===== src/rtl/act_win_pkg.sv =====
package act_win_pkg;

  // Round t_win/t_ck up to whole cycles, never below min_c.
  function automatic int unsigned win_cycles(real t_win, real t_ck, int unsigned min_c);
    real ratio;
    int  n;
    ratio = t_win / t_ck;
    n = int'(ratio);
    if (real'(n) < ratio) n = n + 1;
    if (n < int'(min_c)) n = int'(min_c);
    return int'(n);
  endfunction

endpackage


===== src/rtl/act_slot_timer.sv =====
module act_slot_timer #(
  parameter int unsigned CW = 4
) (
  input  logic          clk_i,
  input  logic          rst_ni,
  input  logic          load_i,
  input  logic [CW-1:0] load_val_i,
  output logic          idle_o
);

  logic [CW-1:0] cnt_q;

  always_ff @(posedge clk_i or negedge rst_ni) begin
    if (!rst_ni)            cnt_q <= '0;
    else if (load_i)        cnt_q <= load_val_i;
    else if (cnt_q != '0)   cnt_q <= cnt_q - CW'(1);
  end

  assign idle_o = (cnt_q == '0);

endmodule


===== src/rtl/act_slot_pick.sv =====
module act_slot_pick #(
  parameter int unsigned N = 4
) (
  input  logic [N-1:0] idle_i,
  output logic [N-1:0] grant_o,
  output logic         any_o
);

  // Lowest-index idle slot wins.
  always_comb begin
    logic found;
    found   = 1'b0;
    grant_o = '0;
    for (int i = 0; i < int'(N); i++) begin
      if (idle_i[i] && !found) begin
        grant_o[i] = 1'b1;
        found      = 1'b1;
      end
    end
  end

  assign any_o = |idle_i;

endmodule


===== src/rtl/act_window_limiter.sv =====
module act_window_limiter #(
  parameter real         T_WINDOW_NS = 37.5,
  parameter real         T_CK_NS     = 4.0,
  parameter int unsigned MAX_ACTS    = 4
) (
  input  logic clk_i,
  input  logic rst_ni,
  input  logic act_req_i,
  input  logic act_commit_i,
  output logic act_allow_o,
  output logic act_viol_o
);

  localparam int unsigned WIN_CYC = act_win_pkg::win_cycles(T_WINDOW_NS, T_CK_NS, MAX_ACTS);
  localparam int unsigned CW      = $clog2(WIN_CYC);
  localparam logic [CW-1:0] RELOAD = CW'(WIN_CYC - 1);

  logic [MAX_ACTS-1:0] slot_idle;
  logic [MAX_ACTS-1:0] slot_grant;
  logic [MAX_ACTS-1:0] slot_load;
  logic                room;

  act_slot_pick #(.N(MAX_ACTS)) u_pick (
    .idle_i  (slot_idle),
    .grant_o (slot_grant),
    .any_o   (room)
  );

  assign slot_load = act_commit_i ? slot_grant : '0;

  for (genvar g = 0; g < int'(MAX_ACTS); g++) begin : g_slot
    act_slot_timer #(.CW(CW)) u_timer (
      .clk_i      (clk_i),
      .rst_ni     (rst_ni),
      .load_i     (slot_load[g]),
      .load_val_i (RELOAD),
      .idle_o     (slot_idle[g])
    );
  end

  assign act_allow_o = act_req_i & room;
  assign act_viol_o  = act_commit_i & ~room;

endmodule


===== config.mk =====
export PLATFORM = sky130hd
export DESIGN_NAME = act_window_limiter
export DESIGN_NICKNAME = d
export VERILOG_FILES = /design/src/rtl/act_win_pkg.sv /design/src/rtl/act_slot_timer.sv /design/src/rtl/act_slot_pick.sv /design/src/rtl/act_window_limiter.sv
export SDC_FILE = /design/constraint.sdc
export NUM_CORES = 1
export LEC_CHECK = 0
export ABC_AREA = 1
export CORE_UTILIZATION = 55
export CTS_CLUSTER_DIAMETER = 60
export DETAILED_ROUTE_END_ITERATION = 10
export DONT_BUFFER_PORTS = 1
export GPL_TIMING_DRIVEN = 0
export PLACE_DENSITY = 0.7
export SYNTH_ARGS = -nofsm -noshare
export SYNTH_HDL_FRONTEND = slang
export SYNTH_SLANG_ARGS = --single-unit

===== constraint.sdc =====
create_clock -name clk_i -period 1.7 [get_ports clk_i]
set_clock_uncertainty 0.1 [all_clocks]
set_input_delay 0.085 -clock clk_i [delete_from_list [all_inputs] [get_ports clk_i]]
set_output_delay 0.085 -clock clk_i [all_outputs]
set_load 0.03 [all_outputs]

* Yosys cells after proc, flatten, opt, wreduce, memory -nomap -nowiden
Cells that the tools add are included.
** Storage, ports and cells
- Flip-flop bits (word level) :: 16
- Input port bits :: 4
** Cells by class
- Add/subtract/negate cells :: 4
- Mux-type cells :: 15
- Bitwise logic cells :: 3
- Reduce and logical (&&, ||, !) cells :: 19
** Operators by type and width (count)
- $mux W4 :: 9
- $logic_not A4 Y1 :: 4
- $reduce_bool A4 Y1 :: 4
- $sub A4 B1 Y4 const B :: 4
- $reduce_bool A2 Y1 :: 4
- $mux W1 :: 6
- $reduce_or A4 Y1 :: 1
- $logic_and A1 B1 Y1 :: 3
- $logic_not A1 Y1 :: 3
- $and A1 B1 Y1 :: 2
- $not A1 Y1 :: 1

* Logic depth before layout (Yosys ltp)
Gate-level depths: netlist (run 1).
- Depth after elaboration :: 13
- Gate-level depth with buffers :: 7

* Hierarchy
From an unflattened synthesis (run 1), not the netlist that was laid out.
** Unflattened totals
- Cell total of the unflattened synthesis :: 160
- Area total of the unflattened synthesis :: 1072.3 µm²
** Modules (own cells, without submodules)
- act_slot_timer :: instances 4, cells an instance 34, area an instance 242.7 µm²
- act_window_limiter :: instances 1, cells an instance 14, area an instance 55.1 µm²
- act_slot_pick :: instances 1, cells an instance 10, area an instance 46.3 µm²

* Least setup slack after synthesis (run 1)
No wires, ideal clock.
- Path type :: flip-flop to output port
- Start :: reg g_slot[2].u_timer.cnt_q[0]
- End :: out act_allow_o
- Arrival :: 1397 ps
- Path slack :: 118 ps
- Stages on the path, launching flop included :: 7
- Cell sequence :: dfrtp_1 > inv_1 > ha_1 > nand3_2 > inv_2 > nor2_2 > a21boi_1
** On the way
- Word-level cells in the longest chain between the ends :: 3
** RTL lines
- start, declared :: line act_slot_timer.sv:11 : logic [CW-1:0] cnt_q;
- start signal, assigned :: line act_slot_timer.sv:15 : else if (load_i) cnt_q <= load_val_i;
- start signal, assigned :: line act_slot_timer.sv:16 : else if (cnt_q != '0) cnt_q <= cnt_q - CW'(1);
- $logic_not A4 Y1 :: line act_slot_timer.sv:19 : assign idle_o = (cnt_q == '0);
- $reduce_or A4 Y1 :: line act_slot_pick.sv:22 : assign any_o = |idle_i;
- $and A1 B1 Y1 :: line act_window_limiter.sv:41 : assign act_allow_o = act_req_i & room;
- end, declared :: line act_window_limiter.sv:10 : output logic act_allow_o,
No other way between the ends.

* Worst setup path in the final report (run 1)
- Start :: reg g_slot[1].u_timer.cnt_q[1]
- End :: out act_viol_o
** On the way
- Word-level cells in the longest chain between the ends :: 4
** RTL lines
- start, declared :: line act_slot_timer.sv:11
- start signal, assigned :: line act_slot_timer.sv:15
- start signal, assigned :: line act_slot_timer.sv:16
- $logic_not A4 Y1 :: line act_slot_timer.sv:19
- $reduce_or A4 Y1 :: line act_slot_pick.sv:22
- $not A1 Y1 :: line act_window_limiter.sv:42 : assign act_viol_o = act_commit_i & ~room;
- $and A1 B1 Y1 :: line act_window_limiter.sv:42
- end, declared :: line act_window_limiter.sv:11 : output logic act_viol_o
No other way between the ends.

==> results of run 1 <==
==> critical path, delay by kind of cell, from the launching register on <==
kind | cells | cell delay (ns)
fa+ha+maj | 1 | 0.17
flops | 1 | 0.39
simple gates | 3 | 0.56
buf+inv | 1 | 0.06
==> cells by family after synthesis <==
| kind of cell | synth area share |
|---|---|
| AND/OR/NAND/NOR | 0.2748 |
| adder cells (fa/ha/maj) | 0.06702 |
| buffers and inverters | 0.09249 |
| AO/OA/AOI/OAI | 0.09920 |
| flip-flops | 0.4290 |
| XOR/XNOR | 0.03754 |
==> final cells by class <==
class | instances | area [µm²]
inverter | 23 | 88.84
multi-input combinational | 68 | 516.7
clock buffer | 3 | 22.52
timing repair buffer | 11 | 87.58
tap | 16 | 20.02
sequential | 16 | 400.4
fill | 114 | 405.4
==> synth_stat cells (2+ instances only) <==
cell type  number
nand2_1        19
a21oi_1         2
nor3_1          2
nor2_1          2
nand3_2         3
inv_2           9
o21ai_0         3
nor2_2          2
inv_1          13
nand2_2         2
ha_1            5
nand4_1         2
xor2_1          3
nand3_1         7
o21ai_1         3
dfrtp_1        16
==> layer usage <==
layer	share of wire	GRT usage
met1	0.46	0.2350
met2	0.51	0.3045
met3	0.017	0.05106
met4	0.0049	0.07273
met5	0	0
==> per-stage QoR <==
| step | instances | TNS, ns | total power [µW] | worst slack [ns] |
|---|---|---|---|---|
| final | 137 | 0 | 2313 | 0.05826 |
| after global routing | 137 | -0.01690 | 2521 | -0.01690 |
| after CTS | 131 | 0 | 2130 | 0.004122 |
| after detailed placement | 123 | 0 | 1792 | 0.01828 |
| after global placement | 123 | 0 | 1747 | 0.02347 |
| after floorplan | 107 | 0 | 1625 | 0.1183 |
==> power breakdown <==
| group | internal [µW] | switching [µW] | total [µW] |
|---|---|---|---|
| Clock | 82.0 | 111 | 193 |
| Combinational | 615 | 753 | 1370 |
| Sequential | 590 | 162 | 752 |
| Total | 1290 | 1030 | 2310 |
==> final timing paths <==
kind	endpoint	from	cells after the start
max	act_viol_o	g_slot[1].u_timer.cnt_q[1]	5
min	g_slot[2].u_timer.cnt_q[1]	rst_ni	1
max reg2reg	g_slot[0].u_timer.cnt_q[0]	g_slot[0].u_timer.cnt_q[0]	7
min reg2reg	g_slot[2].u_timer.cnt_q[0]	g_slot[2].u_timer.cnt_q[0]	2
max in group asynchronous	g_slot[1].u_timer.cnt_q[2]	rst_ni	1
min in group clk_i	act_allow_o	act_req_i	1
==> timing repair <==
action | CTS | global route
setup endpoints to repair | 2 | 2
gates resized for setup | 10 | 5
buffers inserted | 3 | 6
hold buffers | 2 | 0
endpoints found under the hold margin | 28 | 0
pin swaps | 4 | 4
==> impl_results.md, run 1 <==
- Status: finished, final reports clean
- Vias: 705
- CP endpoint kind: output port
- Via density: 5.146
- Top Ports: 6
- Actual slew at the worst max-slew pin: 0.7268 ns
- Main flop type after synthesis: dfrtp_1
- Period utilization: 0.9657
- Dominant cells by area after synthesis: dfrtp_1 (43%), nand2_1 (7.6%), ha_1 (6.7%)
- Worst skew pair latency: 0.28 ns
- Initial antenna violation count: 0
- Detail Placement HPWL: 1074 µm
- Detailed Route WL: 1629 µm
- Rel. slew slack: 0.5139
- R2R Setup Slk: 0.24 ns
- Number of max-cap violations: 0
- CP peak stage delay: 0.39 ns
- Post-layout util: 0.7370
- Worst EP required: 1.51 ns
- Yosys warns: 0
- Leading cell types in the layout, fill and taps excluded: nand2_1 (19), dfrtp_1 (16), inv_2 (11)
- Regs by FF count: g_slot.u_timer.cnt_q x16
- Average size of a mapped cell: 8.723 µm²
- CTS root buffer: clkbuf_4
- Most common cell after layout, fill and taps aside: nand2_1
- FP Rows: 14
- Worst Hold Class: in2async
- Diodes inserted: 0
- DRC errors left: 0
- Vias in the first global route: 671
- Grt total ovfl: 0
- Tot GR Track Use: 0.1874
- Core Area: 1541 µm²
- Number of nets with antenna violations after routing: 0
- Global placer's final weighted congestion: 0.8085
- Clock-pin slew on the worst setup and hold paths: 0.09 ns
- DIE HEIGHT: 43.20 µm
- Clk buf depth: 2
- CP arrival: 1.46 ns
- Sequential area share after synthesis: 0.4290
- Startpoint types: flip-flop
- VDD IR max: 1069 µV
- Post-route cell area: 1136 µm²
- Kind of critical path: reg2out
- Final net count: 132
- Total CTS buffers: 3
- Critical path's slowest cell: dfrtp_1
- First-pass GRT wire length: 2594 µm
- EDFF count, synth: 0
- Initial Util: 0.6055
- Hold_ws: 0.2000 ns
- Share of cells above drive strength 1: 0.3554
- Synth unique cells: 30
- Post-synth ARST share: 1.000
- First DRT Iteration DRCs: 10
- Sink Count: 16
- Hold Fails Final Rpt: 0
- Number of flip-flops under the largest register name: 16
- Fin crit period: 1.642 ns
- Area Overhead vs Synth: 21.72%
- Largest Register: g_slot.u_timer.cnt_q
- Leakage: 0.0005641 µW
- Synthesized cell area: 933.4 µm²
- Chip Width: 43.20 µm
- Critical Path Fanout Max: 5
- Max-slew violations: 0
- First-pass DRT Iterations: 3
- Crit path cell chain: inv_2 > ha_4 > nand2_4 > nand3_4 > nor3_4
- Top-area cell type share of the netlist area: 0.4290
- WL/cell: 11.89 µm
- Final setup viols: 0
- Number of synthesized register bits: 16
- H-tree levels: 1
- Die ar.: 1866 µm²
- Dpl cell area: 953.4 µm²
- Largest net degree at the start of global routing: 17
- CTS tree: done
- Number of buffers added on ports: 0
- Area leader, netlist: dfrtp_1
- Synth Instances: 107
- Mapped Nets: 116
- Pwr per Cell Area: 2036 nW/µm²
- Max Freq: 609.1 MHz
(Power assumes the default switching activity.)
==> run 2, diff against run 1 <==
--- a/config.mk
+++ b/config.mk
@@ -6,12 +6,12 @@
 export NUM_CORES = 1
 export LEC_CHECK = 0
 export ABC_AREA = 1
-export CORE_UTILIZATION = 55
+export CORE_UTILIZATION = 53
 export CTS_CLUSTER_DIAMETER = 60
 export DETAILED_ROUTE_END_ITERATION = 10
 export DONT_BUFFER_PORTS = 1
 export GPL_TIMING_DRIVEN = 0
-export PLACE_DENSITY = 0.7
+export PLACE_DENSITY = 0.72
 export SYNTH_ARGS = -nofsm -noshare
 export SYNTH_HDL_FRONTEND = slang
 export SYNTH_SLANG_ARGS = --single-unit
==> run 2 against run 1 <==
  * Highest routed layer unchanged
  * Wire length rose by 15%
  * First-iteration DRC count is 10% lower
  * Die area rose by 3.6%
  * Count of clock-buffer cells in the layout up 1
  * Critical path depth unchanged
  * The run now ends with negative hold slack left
  * Flip-flop and latch count unchanged
  * Combinational power is 13% higher
  * Maximum frequency increased by 0.87%
  * Sequential power down 1%
  * Global-route usage grew 3.4 points
  * Worst setup slack improved by 0.014 ns
  * Via count is 6.1% higher
==> impl_results.md, run 2 (synthesis gave the netlist of run 1 again) <==
- Status: finished with violations
- Failing checks: negative hold slack
- Hold Fails Final Rpt: 12 (+12)
- Critical Path Fanout Max: 4 (-1)
- Worst skew pair latency: 0.29 ns (about the same)
- Worst EP required: 1.51 ns (about the same)
- Area Overhead vs Synth: 29.09%
- Total CTS buffers: 3 (unchanged)
- Largest Register: g_slot.u_timer.cnt_q
- Dpl cell area: 953.4 µm² (unchanged)
- Final WS setup: 0.07243 ns (+0.01416 ns)
- Hold_ws: -0.1478 ns (-0.3478 ns)
- Leading cell types in the layout, fill and taps excluded: nand2_1 (18), buf_4 (17), dfrtp_1 (16)
- VDD IR max: 1241 µV (+16%)
- Actual slew at the worst max-slew pin: 0.7447 ns (+0.01787 ns)
- Tot GR Track Use: 0.2211 (+0.03362)
- Initial antenna violation count: 0 (unchanged)
- Total power: 2556 µW (+10%)
- First DRT Iteration DRCs: 9 (-1)
- Global placer's final weighted congestion: 0.8248 (+2.0%)
- First-pass DRT Iterations: 4 (+1)
- DIE HEIGHT: 43.97 µm (+1.8%)
- Die ar.: 1933 µm² (+3.6%)
- Period utilization: 0.9574 (-0.008331)
- Max-slew violations: 0 (unchanged)
- DRC errors left: 0 (unchanged)
- H-tree levels: 1 (unchanged)
- Kind of critical path: reg2out
- Detail Placement HPWL: 1104 µm (+2.8%)
- Detailed Route WL: 1878 µm (+15%)
- Grt total ovfl: 0 (unchanged)
- # hold bufs at CTS: 1 (-1)
- Most common cell after layout, fill and taps aside: nand2_1
- Final net count: 139 (+5.3%)
- CP endpoint kind: output port
- Fill cells: 100 (-12%)
- Share of cells above drive strength 1: 0.4264 (+0.07098)
- Number of buffers added on ports: 0 (unchanged)
- Rel. slew slack: 0.5019 (-0.01195)
- Number of nets with antenna violations after routing: 0 (unchanged)
- CTS root buffer: clkbuf_4
- Startpoint types: flip-flop
- Regs by FF count: g_slot.u_timer.cnt_q x16
- Vias in the first global route: 763 (+14%)
- Final setup viols: 0 (unchanged)
- CTS tree: done
- Top Ports: 6 (unchanged)
- Pwr per Cell Area: 2121 nW/µm² (+4.2%)
- Diodes inserted: 0 (unchanged)
- First-pass GRT wire length: 3091 µm (+19%)
- Placement Setup Slack: 0.001344 ns (-0.01694 ns)
- Number of max-cap violations: 0 (unchanged)
- Setup TNS: 0 ns (unchanged)
- Largest net degree at the start of global routing: 17 (unchanged)
- WL/cell: 12.95 µm (+8.9%)
- Max Freq: 614.4 MHz (+0.87%)
- CP arrival: 1.44 ns (-0.02 ns)
- Fin crit period: 1.628 ns (-0.01416 ns)
- Leakage: 0.0006029 µW (+6.9%)
- Chip Width: 43.97 µm (+1.8%)
- Via density: 5.159 (+0.25%)
- Vias: 748 (+6.1%)
- FP Rows: 14 (unchanged)
- Core Area: 1577 µm² (+2.3%)
- Clk buf depth: 2 (unchanged)
- Worst Hold Class: in2reg
- RSZ-0062 raised after global routing: yes
- Clock-pin slew on the worst setup and hold paths: 0.10 ns (about the same)
- Number of flip-flops under the largest register name: 16 (unchanged)
- Initial Util: 0.5921 (-0.01346)
- Post-route cell area: 1205 µm² (+6.1%)
- Sink Count: 16 (unchanged)
-- run 2: power by group --
part | total [µW] | switching [µW] | internal (µW) | leakage, µW
sequential | 743 | 153 | 589 | 0.000188
clock | 259 | 129 | 131 | 0.0000210
combinational | 1550 | 823 | 731 | 0.000394
total | 2560 | 1100 | 1450 | 0.000603
-- run 2: cell type report --
type | instances | area (µm²) | share of cell area
flip-flops and latches | 16 | 400.4 | 0.3323
clock buffers | 4 | 36.28 | 0.03011
well taps | 16 | 20.02 | 0.01661
multi-input cells | 68 | 521.8 | 0.4330
inverters | 23 | 88.84 | 0.07373
repair buffers | 18 | 137.6 | 0.1142
-- run 2: final timing paths --
check,from,end,slack (ns),cells past startpoint
worst max-delay path,g_slot[1].u_timer.cnt_q[0],act_viol_o,0.07,5
max in group asynchronous,rst_ni,g_slot[1].u_timer.cnt_q[1],0.84,1
min in group asynchronous,rst_ni,g_slot[0].u_timer.cnt_q[3],0.19,1
worst max register to register,g_slot[0].u_timer.cnt_q[0],g_slot[0].u_timer.cnt_q[0],0.21,7
worst min-delay path,act_commit_i,g_slot[3].u_timer.cnt_q[3],-0.15,2
worst min register to register,g_slot[2].u_timer.cnt_q[0],g_slot[2].u_timer.cnt_q[0],0.41,2
-- run 2: timing repair --
action                     CTS  global route
setup buffers                5            12
setup endpoints to repair    2             2
resized for setup           11             7
pin swaps                    4             4
hold endpoints to repair    28            12
-- run 2: per-layer routing --
layer | GRT usage | wire length, µm
met1 | 0.2540 | 851
met2 | 0.3940 | 984
met3 | 0.05000 | 24
met4 | 0.09091 | 17
met5 | 0 | 0
-- run 2: worst max-delay path: stages, from the launching register on --
cell and delay, ns:
dfrtp_1 0.38, inv_2 0.05, ha_4 0.17, nand2_4 0.08
nand3_4 0.11, nor3_4 0.36
-- run 2: stage by stage --
| stage | util | std cells |
|---|---|---|
| 2_1_floorplan | - | 107 |
| 5_1_grt | 0.7643 | 145 |
| 4_1_cts | 0.6865 | 133 |
| 3_3_place_gp | 0.6048 | 123 |
| 6_report | 0.7643 | 145 |
| 3_5_place_dp | 0.6048 | 123 |
